## config.mk

```make
export PLATFORM = sky130hd
export DESIGN_NAME = xmem_ctrl
export DESIGN_NICKNAME = d
export VERILOG_FILES = /design/src/rtl/xmem_pkg.sv /design/src/rtl/xmem_decode.sv /design/src/rtl/xmem_ale_div.sv /design/src/rtl/xmem_ctrl.sv
export SDC_FILE = /design/constraint.sdc
export NUM_CORES = 1
export LEC_CHECK = 0
export BUFFER_PORTS_ARGS = -buffer_cell sky130_fd_sc_hd__buf_4
export CAP_MARGIN = 20
export CELL_PAD_IN_SITES_DETAIL_PLACEMENT = 1
export CELL_PAD_IN_SITES_GLOBAL_PLACEMENT = 1
export CORE_ASPECT_RATIO = 1.25
export CORE_MARGIN = 2
export CORE_UTILIZATION = 32
export CTS_CLUSTER_SIZE = 40
export DETAILED_ROUTE_END_ITERATION = 6
export GPL_TIMING_DRIVEN = 0
export PLACE_DENSITY_LB_ADDON = 0.12
export SLEW_MARGIN = 20
export SYNTH_ARGS = -nofsm -noshare
export SYNTH_HDL_FRONTEND = slang
export SYNTH_SLANG_ARGS = --single-unit
```

## constraint.sdc

```tcl
create_clock -name clk -period 1.7 [get_ports clk]
set_input_delay 0.085 -clock clk [delete_from_list [all_inputs] [get_ports clk]]
set_output_delay 0.085 -clock clk [all_outputs]
set_load 0.02 [all_outputs]
```

## src/rtl/xmem_pkg.sv

```systemverilog
package xmem_pkg;

    typedef enum logic [1:0] {
        ST_IDLE    = 2'd0,
        ST_INT     = 2'd1,
        ST_INT_END = 2'd2,
        ST_EXT     = 2'd3
    } xm_state_e;

    // configuration bit positions
    localparam int CFG_W        = 6;
    localparam int CFG_ALE_ACC  = 0;
    localparam int CFG_EXT      = 1;
    localparam int CFG_SIZE_LO  = 2;
    localparam int CFG_STRETCH  = 4;
    localparam int CFG_PAGE     = 5;
    localparam logic [CFG_W-1:0] CFG_RESET = 6'h0C;

    // smallest internal window is 2**BASE_LOG bytes
    localparam int BASE_LOG = 8;

endpackage

```

## src/rtl/xmem_decode.sv

```systemverilog
module xmem_decode
    import xmem_pkg::*;
#(
    parameter int AW = 16,
    parameter int DW = 8
) (
    input  logic          ext_sel,
    input  logic [1:0]    size,
    input  logic          page,
    input  logic          wide,
    input  logic [AW-1:0] addr,
    input  logic [AW-DW-1:0] port_hi,
    output logic [AW-1:0] ea,
    output logic          go_int
);
    logic [AW-1:0] above;

    always_comb begin
        ea     = {((wide && !page) ? addr[AW-1:DW] : port_hi), addr[DW-1:0]};
        above  = ea >> (BASE_LOG + int'(size));
        go_int = !ext_sel && (above == '0);
    end

endmodule

```

## src/rtl/xmem_ale_div.sv

```systemverilog
module xmem_ale_div #(
    parameter int DIV = 3
) (
    input  logic clk,
    input  logic rst_n,
    output logic tick
);
    localparam int CW = (DIV > 1) ? $clog2(DIV) : 1;

    logic [CW-1:0] cnt_d, cnt_q;

    always_comb begin
        cnt_d = (cnt_q == CW'(DIV - 1)) ? '0 : cnt_q + CW'(1);
    end

    always_ff @(posedge clk or negedge rst_n) begin
        if (!rst_n) cnt_q <= '0;
        else        cnt_q <= cnt_d;
    end

    assign tick = (cnt_q == '0);

endmodule

```

## src/rtl/xmem_ctrl.sv

```systemverilog
module xmem_ctrl
    import xmem_pkg::*;
#(
    parameter int AW        = 16,
    parameter int DW        = 8,
    parameter int RAM_AW    = 11,
    parameter int SHORT_STB = 3,
    parameter int LONG_STB  = 15,
    parameter int ALE_DIV   = 3
) (
    input  logic              clk,
    input  logic              rst_n,
    input  logic              cfg_we,
    input  logic [CFG_W-1:0]  cfg_wdata,
    input  logic              req,
    input  logic              req_we,
    input  logic              req_wide,
    input  logic [AW-1:0]     req_addr,
    input  logic [DW-1:0]     req_wdata,
    input  logic [AW-DW-1:0]  port_hi_latch,
    output logic              ack,
    output logic [DW-1:0]     rdata,
    output logic              ale,
    output logic              rd_n,
    output logic              wr_n,
    output logic [DW-1:0]     ad_out,
    output logic              ad_oe,
    input  logic [DW-1:0]     ad_in,
    output logic [AW-DW-1:0]  a_hi,
    output logic              ram_cs,
    output logic              ram_we,
    output logic [RAM_AW-1:0] ram_addr,
    output logic [DW-1:0]     ram_wdata,
    input  logic [DW-1:0]     ram_rdata
);
    localparam int HW = AW - DW;
    localparam int CW = $clog2(LONG_STB + 3);

    typedef struct packed {
        xm_state_e        st;
        logic [CW-1:0]    cnt;
        logic [CFG_W-1:0] cfg;
        logic             we;
        logic             stretch;
        logic [AW-1:0]    ea;
        logic [DW-1:0]    wdata;
        logic [DW-1:0]    rd;
    } regs_t;

    regs_t r_d, r_q;

    logic [AW-1:0] dec_ea;
    logic          dec_int;
    logic          ale_tick;
    logic          ale_acc_only;
    logic [CW-1:0] stb_len;
    logic          in_ext;
    logic          stb_on;
    logic          addr_phase;

    xmem_decode #(.AW(AW), .DW(DW)) i_dec (
        .ext_sel (r_q.cfg[CFG_EXT]),
        .size    (r_q.cfg[CFG_SIZE_LO +: 2]),
        .page    (r_q.cfg[CFG_PAGE]),
        .wide    (req_wide),
        .addr    (req_addr),
        .port_hi (port_hi_latch),
        .ea      (dec_ea),
        .go_int  (dec_int)
    );

    xmem_ale_div #(.DIV(ALE_DIV)) i_ale (
        .clk   (clk),
        .rst_n (rst_n),
        .tick  (ale_tick)
    );

    // phase decode of the registered state
    always_comb begin
        stb_len    = r_q.stretch ? CW'(LONG_STB) : CW'(SHORT_STB);
        in_ext     = (r_q.st == ST_EXT);
        stb_on     = in_ext && (r_q.cnt >= CW'(2)) && (r_q.cnt <= stb_len + CW'(1));
        addr_phase = in_ext && (r_q.cnt <= CW'(1));
    end

    // next-state computation
    always_comb begin
        r_d = r_q;
        if (cfg_we) r_d.cfg = cfg_wdata;
        unique case (r_q.st)
            ST_IDLE: begin
                if (req) begin
                    r_d.we      = req_we;
                    r_d.ea      = dec_ea;
                    r_d.wdata   = req_wdata;
                    r_d.stretch = r_q.cfg[CFG_STRETCH];
                    r_d.cnt     = '0;
                    r_d.st      = dec_int ? ST_INT : ST_EXT;
                end
            end
            ST_INT:     r_d.st = ST_INT_END;
            ST_INT_END: r_d.st = ST_IDLE;
            ST_EXT: begin
                if (!r_q.we && (r_q.cnt == stb_len + CW'(1))) r_d.rd = ad_in;
                if (r_q.cnt == stb_len + CW'(2)) r_d.st = ST_IDLE;
                else                             r_d.cnt = r_q.cnt + CW'(1);
            end
            default: r_d.st = ST_IDLE;
        endcase
    end

    always_ff @(posedge clk or negedge rst_n) begin
        if (!rst_n) begin
            r_q     <= '0;
            r_q.cfg <= CFG_RESET;
        end else begin
            r_q <= r_d;
        end
    end

    assign ale_acc_only = r_q.cfg[CFG_ALE_ACC];
    assign ale       = in_ext ? (r_q.cnt == '0) : (!ale_acc_only && ale_tick);
    assign rd_n      = !(stb_on && !r_q.we);
    assign wr_n      = !(stb_on && r_q.we);
    assign ad_oe     = addr_phase || (in_ext && r_q.we);
    assign ad_out    = addr_phase ? r_q.ea[DW-1:0] : r_q.wdata;
    assign a_hi      = in_ext ? r_q.ea[AW-1 -: HW] : port_hi_latch;
    assign ack       = (in_ext && (r_q.cnt == stb_len + CW'(2))) || (r_q.st == ST_INT_END);
    assign rdata     = (r_q.st == ST_INT_END) ? ram_rdata : r_q.rd;
    assign ram_cs    = (r_q.st == ST_INT);
    assign ram_we    = r_q.we;
    assign ram_addr  = r_q.ea[RAM_AW-1:0];
    assign ram_wdata = r_q.wdata;

endmodule

```

==> results of run 1 <==
## cells in the mapped netlist
cell type | n | area (um2)
o22ai_1 | 1 | 6.26
dfstp_2 | 2 | 52.6
nor2_1 | 10 | 37.5
nand3_1 | 3 | 15.0
and4b_1 | 2 | 20.0
mux2_2 | 22 | 248
o31ai_1 | 2 | 15.0
buf_4 | 20 | 150
nand4_1 | 3 | 18.8
o211ai_2 | 1 | 12.5
dfrtp_1 | 47 | 1180
nand2_1 | 95 | 357
nor3_1 | 4 | 20.0
ha_1 | 6 | 75.1
buf_2 | 4 | 20.0
a211oi_1 | 1 | 7.51
o41ai_1 | 1 | 8.76
nand2b_1 | 2 | 12.5
a21oi_1 | 1 | 5.00
buf_6 | 3 | 33.8
a31oi_1 | 2 | 12.5
o21ai_0 | 11 | 55.1
nand4b_1 | 1 | 8.76
and2_1 | 1 | 6.26
clkbuf_1 | 6 | 22.5
or4_1 | 1 | 7.51
nor2b_1 | 4 | 25.0
and3b_1 | 1 | 8.76
mux2i_1 | 8 | 80.1
xor2_1 | 3 | 26.3
inv_1 | 3 | 11.3
nor4_1 | 1 | 6.26
mux2_4 | 8 | 120
and2_4 | 1 | 8.76
a21boi_0 | 1 | 7.51
## sequential cells by signal, indices dropped and copies added, names as in the netlist
name	count
r_q	26
ram_we	1
ram_wdata	8
i_ale.cnt_q	2
ram_addr	11
ale_acc_only	1
## cell usage in the layout, fill, tap and decap left out, types with 2 or more instances in the layout
| cell | netlist | final |
|---|---|---|
| a31oi_1 | 2 | 2 |
| and4b_1 | 2 | 2 |
| buf_2 | 4 | 2 |
| buf_4 | 20 | 124 |
| buf_6 | 3 | 19 |
| clkbuf_1 | 6 | 6 |
| clkbuf_8 | 0 | 6 |
| dfrtp_1 | 47 | 42 |
| dfrtp_2 | 0 | 5 |
| dfstp_2 | 2 | 2 |
| dlygate4sd3_1 | 0 | 19 |
| ha_1 | 6 | 2 |
| ha_4 | 0 | 3 |
| inv_2 | 0 | 2 |
| mux2_2 | 22 | 9 |
| mux2_4 | 8 | 21 |
| mux2i_1 | 8 | 8 |
| nand2_1 | 95 | 94 |
| nand2b_1 | 2 | 2 |
| nand3_1 | 3 | 2 |
| nand4_1 | 3 | 3 |
| nor2_1 | 10 | 8 |
| nor2_2 | 0 | 2 |
| nor2b_1 | 4 | 3 |
| nor3_1 | 4 | 2 |
| nor3_4 | 0 | 2 |
| o21ai_0 | 11 | 11 |
| o31ai_1 | 2 | 2 |
| xor2_1 | 3 | 3 |
## worst max-delay path, cell delays in order (launching register included)
cell and delay [ns]:
dfrtp_2 0.46, nor3_4 0.32, o211ai_4 0.13, buf_12 0.16
mux2_4 0.30, buf_6 0.13
## power groups by stage
stage | registers [mW] | logic, mW | clock network (mW)
finish | 1.94 | 4.38 | 0.871
global route | 2.00 | 4.71 | 0.951
CTS | 1.94 | 4.07 | 0.897
detailed placement | 1.92 | 3.66 | 0
global placement | 1.90 | 3.60 | 0
floorplan | 1.83 | 2.36 | 0
## cell type report
class | count | area [um2] | share of cell area
clock buffer | 7 | 86.3 | 0.0202
timing repair buffer | 140 | 1170 | 0.274
inverter | 3 | 11.3 | 0.00263
tap | 97 | 121 | 0.0284
clock inverter | 1 | 30.0 | 0.00702
sequential | 49 | 1230 | 0.289
multi-input combinational | 198 | 1400 | 0.326
buffer | 31 | 228 | 0.0532
## worst max-delay path by stage
stage	slack, ns	cells past startpoint	end
finish	-0.18	5	ad_out[0]
global route	-0.23	5	ad_out[4]
CTS	-0.17	5	ad_out[0]
detailed placement	-0.26	5	ad_out[0]
global placement	-0.26	5	ad_out[0]
floorplan	0.05	5	r_q[0]
## layer usage
layer | GRT usage | wire length, um | part of all wire | vias up
li1 | - | - | - | 1210
met1 | 0.215 | 3320 | 0.41 | 1194
met2 | 0.319 | 4250 | 0.53 | 76
met3 | 0.0316 | 402 | 0.050 | 8
met4 | 0.0510 | 125 | 0.015 | 0
met5 | 0 | 0 | 0 | -
## what timing repair did
action / CTS / global route
hold buffers: 18 / 1
endpoints found under the hold margin: 64 / 1
gates resized for setup: 36 / 26
setup buffers: 8 / 7
pin swaps: 7 / 9
cloned: 1 / 0
endpoints found under the setup margin: 38 / 38
## metrics by stage
step | util | setup TNS [ns] | area, um2
after floorplan | - | 0 | 2700
after global placement | 0.443 | -2.51 | 3630
after detailed placement | 0.443 | -2.54 | 3630
after CTS | 0.505 | -1.74 | 4130
after global routing | 0.522 | -3.69 | 4280
final | 0.522 | -2.29 | 4280
## cell families after synthesis
logic type                 count (synthesis)
AOI/OAI and AO/OA                         21
xor gates and xnor gates                   3
and+or+nand+nor                          129
adders and majority gates                  6
DFF                                       49
muxes                                     38
buffers and inverters                     36
==> run_results.csv, run 1 <==
group,metric,value,unit
outcome,status,"finished, violations left",
outcome,violations,"negative setup slack",
timing,layout_worst_path_cycle_share,1.11,
timing,finalHoldViolations,0,
setup_path,regToRegSetupSlack,-0.08,ns
timing,fin_crit,1.88,ns
synthesis,yosys_warnings,0,
power_and_ir_drop,power_density,1680,nW/um2
hold_path,hold_path_depth,2,
power_and_ir_drop,leakage,2.22,nW
finish,drive_gt1_frac,0.490,
floorplan,io_pins,110,
setup_path,crit_required,1.62,ns
power_and_ir_drop,ir_drop,0.000752,V
timing,rsz0062_at_grt,"yes",
timing,timing.final.ws_setup,-0.184,ns
cts,ctsRootBufferMaster,"clkbuf_8",
synthesis,synth_cell_type_count,35,
detailed_routing,wl_per_cell,15.4,um
floorplan,dieArea,9180,um2
grt,grt-ovfl-total,0,
setup_path,r2r_cells,5,
finish,syn2layout_area_growth,58.6,%
detailed_routing,routed_wl,8100,um
detailed_routing,drt-vias-per-instance,4.73,
timing,clock_skew,0.00783,ns
synthesis,synth_top_family_by_area,"simple AND/OR/NAND/NOR gates",
synthesis,synth_compound_area_frac,0.0482,
synthesis,syn-cell-area,2700,um2
detailed_routing,ant_nets,0,
detailed_routing,first_pass_iters,4,
finish,fillerInstances,946,
cts,cts_buffers,5,
synthesis,synth-simple-area-share,0.205,
power_and_ir_drop,pwr-share-comb,0.609,
finish,stdcell_count,526,
timing,tightest_slew,0.634,ns
power_and_ir_drop,power_frac_seq,0.269,
timing,clock.fmax,531,MHz
synthesis,syn_area_per_cell,9.57,um2
synthesis,synthAdderAreaFrac,0.0278,
detailed_routing,drt_iter0_drc,46,
cts,clkLatencyLatePin,0.30,ns
setup_path,r2r-start,"r_q[42]",
setup_path,critPathMaxFanout,5,
hold_path,hp-class,"input pin to flop",
setup_path,critPathCaptureType,"output pin",
placement,numPortBuffers,108,
floorplan,num_rows,37,
cts,clockBufferDepth,2,
power_and_ir_drop,swShare,0.396,
placement,pre_cts_slack,-0.262,ns
timing,slew_violations,0,
grt,grt_max_degree,50,
grt,grt_pass1_wl,13000,um
setup_path,worstSetupStartpoint,"r_q[42]",
run,max-cap-violations,0,
cts,cts_tree,"built",
placement,dp.cells,487,
floorplan,dieHeight,107,um
power_and_ir_drop,p_switching,2.84,mW
synthesis,ys_seq_area_frac,0.455,
floorplan,start_util,0.329,
synthesis,synthMuxAreaShare,0.166,
setup_path,r2r-end,"r_q[6]",
setup_path,critical_path_class,"flop to output pin",
finish,nets,494,
placement,gp_congestion,0.740,
synthesis,syn_nets,348,
timing,hold_slack,0.00693,ns
floorplan,coreArea,8190,um2
power_and_ir_drop,p_int,4.35,mW
power_and_ir_drop,fin_total_pwr,7.19,mW
hold_path,hold_path_startpoint,"ad_in[2]",
power_and_ir_drop,power_frac_clock,0.121,
hold_path,hold_end,"r_q[2]",
cts,cts_max_level,2,
detailed_routing,vias,2488,
placement,dp_hpwl,5370,um
cts,cts.sinks,49,
detailed_routing,drcViolationCount,0,
floorplan,die_w,86.1,um
synthesis,synthCells,282,
setup_path,worstPathArrival,1.80,ns
synthesis,synth_xor_area_frac,0.00974,
grt,grt_pass1_vias,2634,
synthesis,ys_seq_elements,49,
cts,cts.clk_slew.worst_paths,0.09,ns
grt,antenna_found_initial,0,
timing,slew_headroom,0.577,
timing,setup_viol,21,
grt,grt.total_usage,0.178,
finish,antenna_cells,0,
setup_path,startpoint_type,"flop",
Power figures use the tool's default switching activity.
==> run 2, diff against run 1 <==
CORE_MARGIN = not set   (was 2)
==> run 2 against run 1 <==
Compared with the run above:
- the run ends with design-rule violations, negative setup slack left
- routed wire length up 0.32%
- final cell count rose by 0.95%
- critical path depth increased by 1
- flip-flop and latch count did not move
- critical path type unchanged
- worst hold slack gained 0.0057 ns
- register-to-register slack worse by 0.08 ns
- global-route usage grew 0.97 points
- largest power group unchanged
- core utilization decreased by 0.14 points
==> run_results.csv, run 2 (synthesis gave the netlist of run 1 again) <==
group,metric,value,unit
placement,dp_hpwl,5320,um
timing,slew_headroom,0.574,
setup_path,startpoint_type,"flop",
floorplan,coreArea,8190,um2
power_and_ir_drop,fin_total_pwr,6.95,mW
setup_path,crit_path_frequent_cell,"buf_6",
finish,regMostFlops,"r_q",
finish,largest_register_ffs,26,
outcome,violations,"design-rule violations, negative setup slack",
setup_path,critPathSlowestCell,"dfrtp_2",
finish,final_common_cell,"buf_4",
grt,grt_pass1_vias,2611,
power_and_ir_drop,leakage,2.21,nW
power_and_ir_drop,swShare,0.412,
setup_path,slowest_delay,0.43,ns
detailed_routing,first_pass_iters,6,
detailed_routing,wl_per_cell,15.3,um
detailed_routing,ant_nets,0,
timing,timing.final.ws_setup,-0.219,ns
cts,cts.sinks,49,
setup_path,crit_buf_inv,3,
timing,hold_slack,0.0126,ns
finish,nets,499,
finish,drive_gt1_frac,0.500,
power_and_ir_drop,p_int,4.09,mW
cts,cts_tree,"built",
cts,cts.clk_slew.worst_paths,0.09,ns
detailed_routing,vias,2503,
timing,layout_worst_path_cycle_share,1.13,
setup_path,critPathCaptureType,"output pin",
placement,numPortBuffers,108,
cts,cts_buffers,5,
timing,setup_tns,-3.57,ns
detailed_routing,drt_iter0_drc,67,
floorplan,num_rows,37,
setup_path,critPathTopFamily,"buffers and inverters",
grt,grt-ovfl-total,0,
finish,antenna_cells,0,
power_and_ir_drop,p_switching,2.87,mW
floorplan,die_w,84.1,um
cts,ctsRootBufferMaster,"clkbuf_8",
timing,setup_viol,21,
detailed_routing,routed_wl,8120,um
setup_path,path_cells,"buf_4 > nor3_4 > buf_6 > o211ai_4 > mux2_4 > buf_6",
timing,clock.fmax,521,MHz
cts,cts_max_level,2,
power_and_ir_drop,pwr-share-comb,0.623,
grt,grt_pass1_wl,13000,um
outcome,status,"finished, violations left",
placement,pre_cts_slack,-0.252,ns
timing,fin_crit,1.92,ns
hold_path,hp-class,"input pin to flop",
detailed_routing,drt-vias-per-instance,4.71,
timing,finalHoldViolations,0,
floorplan,dieArea,8800,um2
floorplan,start_util,0.329,
grt,grt.total_usage,0.188,
setup_path,worstPathArrival,1.83,ns
floorplan,io_pins,110,
detailed_routing,drcViolationCount,16,
grt,antenna_found_initial,0,
finish,syn2layout_area_growth,58.2,%
run,max-cap-violations,0,
cts,clockBufferDepth,2,
timing,clock_skew,0.00802,ns
floorplan,dieHeight,105,um
timing,slew_violations,0,
finish,layout_common_cells,"132 x buf_4, 91 x nand2_1, 44 x dfrtp_1, 22 x dlygate4sd3_1",
setup_path,critical_path_class,"flop to output pin",
grt,grt_max_degree,50,
placement,gp_congestion,0.738,
setup_path,crit_required,1.62,ns
finish,post-route-util,0.521,
power_and_ir_drop,power_frac_clock,0.099,
timing,rsz0062_at_grt,"yes",
power_and_ir_drop,power_density,1630,nW/um2
cts,clkLatencyLatePin,0.30,ns
timing,tightest_slew,0.639,ns
setup_path,critPathMaxFanout,4,
power_and_ir_drop,ir_drop,0.000921,V
power_and_ir_drop,power_frac_seq,0.278,
[run 2: cell count changes in the layout (fill, tap and decap cells not counted), moves of 4 or more]
cell / previous run / this run
mux2_2: 9 / 16
clkbuf_1: 6 / 2
buf_4: 124 / 132
mux2_4: 21 / 14
[run 2: metal layers]
metal / GRT usage / routed length [um]
met5: 0 / 0
met4: 0.0443 / 119
met3: 0.0316 / 383
met2: 0.341 / 4290
met1: 0.229 / 3330
[run 2: final cells by class]
type	instances	area [um2]
tap	97	121
clock buffer	6	72.6
inverter	3	11.3
timing repair buffer	146	1200
buffer	30	223
clock inverter	2	15.0
fill	930	3930
multi-input combinational	198	1390
sequential	49	1230
[run 2: final timing paths]
kind,start,end,slack (ns),depth (start not counted)
min,cfg_wdata[3],r_q[37],0.01,2
min reg2reg,i_ale.cnt_q[0],i_ale.cnt_q[0],0.47,1
max in group asynchronous,rst_n,r_q[42],0.89,2
min in group asynchronous,rst_n,r_q[29],0.35,2
max,r_q[42],ad_out[4],-0.22,6
max reg2reg,r_q[42],r_q[2],-0.16,6
[run 2: metrics by stage]
step                      instance area, um2  instances
after floorplan                         2700        282
after global placement                  3630        487
after detailed placement                3630        487
after CTS                               4170        528
after global routing                    4270        531
final                                   4270        531
[run 2: power groups by stage]
| stage | sequential [mW] | combinational (mW) | clock, mW |
|---|---|---|---|
| final | 1.94 | 4.33 | 0.690 |
| after global routing | 1.99 | 4.65 | 0.771 |
| after CTS | 1.92 | 4.16 | 0.724 |
| after detailed placement | 1.92 | 3.66 | 0 |
| after global placement | 1.91 | 3.58 | 0 |
| after floorplan | 1.83 | 2.36 | 0 |
[run 2: timing repair]
action                                  in CTS  in global routing
hold buffers                                19                  3
endpoints found under the hold margin       65                  3
gates resized for setup                     33                 31
endpoints found under the setup margin      39                 57
setup buffers                               15                  2
cloned                                       1                  0
pin swaps                                    7                  7
==> run 3, diff against run 2 <==
GPL_TIMING_DRIVEN = not set   (was 0)
HOLD_SLACK_MARGIN = 0.06   (was not set)
SLEW_MARGIN = not set   (was 20)
==> run 3 against run 2 <==
Compared with the run above:
- the run still ends with design-rule violations, negative setup slack left
- sequential power barely moved
- non-clock buffer count down 8
- largest power group unchanged
- critical endpoint is now ad_out[6]
- worst hold slack better by 0.060 ns
- critical path depth down 1
- routed wire length increased by 1.3%
- first-iteration DRC count is 70% higher
- critical path type unchanged
- combinational power shrank 3%
==> run_results.csv, run 3 (synthesis gave the netlist of run 1 again) <==
group,metric,value,unit
timing,slew_headroom,0.571,
run,max-cap-violations,0,
cts,clockBufferDepth,2,
finish,final_area,4320,um2
finish,drive_gt1_frac,0.466,
timing,timing.final.ws_setup,-0.196,ns
placement,placed_area,3580,um2
cts,ctsRootBufferMaster,"clkbuf_8",
setup_path,critical_path_class,"flop to output pin",
finish,syn2layout_area_growth,60.3,%
floorplan,io_pins,110,
grt,grt_pass1_wl,13300,um
floorplan,dieArea,8800,um2
detailed_routing,first_pass_iters,6,
grt,grt_pass1_vias,2678,
cts,cts.sinks,49,
finish,post-route-util,0.528,
setup_path,critPathMaxFanout,9,
cts,cts.clk_slew.worst_paths,0.10,ns
timing,rsz0062_at_grt,"yes",
grt,grt-ovfl-total,0,
setup_path,crit_required,1.62,ns
finish,final_common_cell,"buf_4",
timing,tightest_slew,0.643,ns
timing,clock.fmax,528,MHz
finish,regMostFlops,"r_q",
finish,fillerInstances,912,
grt,grt_max_degree,50,
finish,antenna_cells,0,
grt,grt.total_usage,0.192,
power_and_ir_drop,power_density,1650,nW/um2
outcome,violations,"design-rule violations, negative setup slack",
detailed_routing,ant_nets,0,
finish,nets,490,
detailed_routing,routed_wl,8230,um
timing,layout_worst_path_cycle_share,1.12,
cts,clkLatencyLatePin,0.31,ns
detailed_routing,drcViolationCount,16,
cts,cts_max_level,2,
floorplan,dieHeight,105,um
finish,largest_register_ffs,26,
hold_path,hp-class,"input pin to flop",
outcome,status,"finished, violations left",
detailed_routing,drt-vias-per-instance,4.75,
floorplan,num_rows,37,
timing,fin_crit,1.90,ns
timing,slew_violations,0,
setup_path,startpoint_type,"flop",
placement,gp_congestion,0.747,
detailed_routing,drt_iter0_drc,114,
setup_path,worstPathArrival,1.81,ns
floorplan,start_util,0.329,
placement,dp_hpwl,5470,um
timing,clock_skew,0.0118,ns
setup_path,critPathCaptureType,"output pin",
power_and_ir_drop,leakage,2.20,nW
detailed_routing,vias,2478,
placement,numPortBuffers,109,
power_and_ir_drop,ir_drop,0.000810,V
floorplan,coreArea,8190,um2
timing,setup_viol,27,
timing,finalHoldViolations,0,
floorplan,die_w,84.1,um
finish,layout_common_cells,"109 x buf_4, 94 x nand2_1, 44 x dfrtp_1, 32 x dlygate4sd3_1, 24 x buf_6",
grt,antenna_found_initial,0,
detailed_routing,wl_per_cell,15.8,um
cts,cts_buffers,5,
cts,cts_tree,"built",
## run 3: cell count changes in the layout (fill, tap and decap cells not counted), moves of 3 or more
cell / change
dlygate4sd3_1: +10
buf_4: -23
buf_12: +3
nand2_2: -3
buf_6: +8
nand2_1: +3
## run 3: layout make-up
| cell class | count | area (um2) | share of cell area |
|---|---|---|---|
| clock buffer | 5 | 68.8 | 0.0159 |
| tap | 97 | 121 | 0.0281 |
| clock inverter | 3 | 65.1 | 0.0151 |
| timing repair buffer | 168 | 1470 | 0.340 |
| sequential | 49 | 1230 | 0.285 |
| inverter | 3 | 11.3 | 0.00260 |
| multi-input combinational | 197 | 1360 | 0.313 |
## run 3: final timing paths
check                               start        endpoint  slack (ns)  cells past startpoint
max reg2reg                       r_q[44]          r_q[1]       -0.10                      5
min                          req_addr[11]         r_q[27]        0.07                      3
min reg2reg                i_ale.cnt_q[0]  i_ale.cnt_q[0]        0.46                      1
max in group asynchronous           rst_n         r_q[44]        0.89                      2
min in group asynchronous           rst_n    ram_wdata[0]        0.35                      2
max                               r_q[40]       ad_out[6]       -0.20                      5
## run 3: critical path, stage by stage, from the launching register on
cell and delay (ns):
dfrtp_1 0.42, ha_2 0.22, o211ai_2 0.19, buf_12 0.17, mux2_2 0.35, buf_6 0.14
## run 3: where the power goes
| part | total (mW) | internal, mW | switching [mW] |
|---|---|---|---|
| clock | 0.998 | 0.585 | 0.414 |
| sequential | 1.95 | 1.59 | 0.362 |
| combinational | 4.18 | 2.13 | 2.05 |
| total | 7.13 | 4.30 | 2.83 |
## run 3: repair_timing
item	4_1_cts	5_1_grt
setup buffers	5	5
endpoints found under the setup margin	31	40
gates resized for setup	35	20
pin swaps	7	3
hold endpoints to repair	78	0
hold buffers	32	0
## run 3: per-stage QoR
stage	hold WS [ns]	std cells	TNS, ns	power [mW]	setup slack [ns]
after floorplan	-0.211	282	0	4.19	0.0486
after detailed placement	0.162	474	-0.0970	5.42	-0.0183
after CTS	0.0788	519	-2.42	6.91	-0.198
after global routing	0.103	522	-5.00	7.54	-0.269
final	0.0728	522	-3.03	7.13	-0.196
after global placement	0.159	474	0	5.33	0.0609
## run 3: metal layers
metal | global-route usage | up-vias | part of all wire | wire (um)
met1 | 0.224 | 1212 | 0.39 | 3250
met5 | 0 | - | 0 | 0
li1 | - | 1192 | - | -
met4 | 0.0431 | 0 | 0.0085 | 70
met2 | 0.362 | 69 | 0.55 | 4560
met3 | 0.0324 | 5 | 0.043 | 350
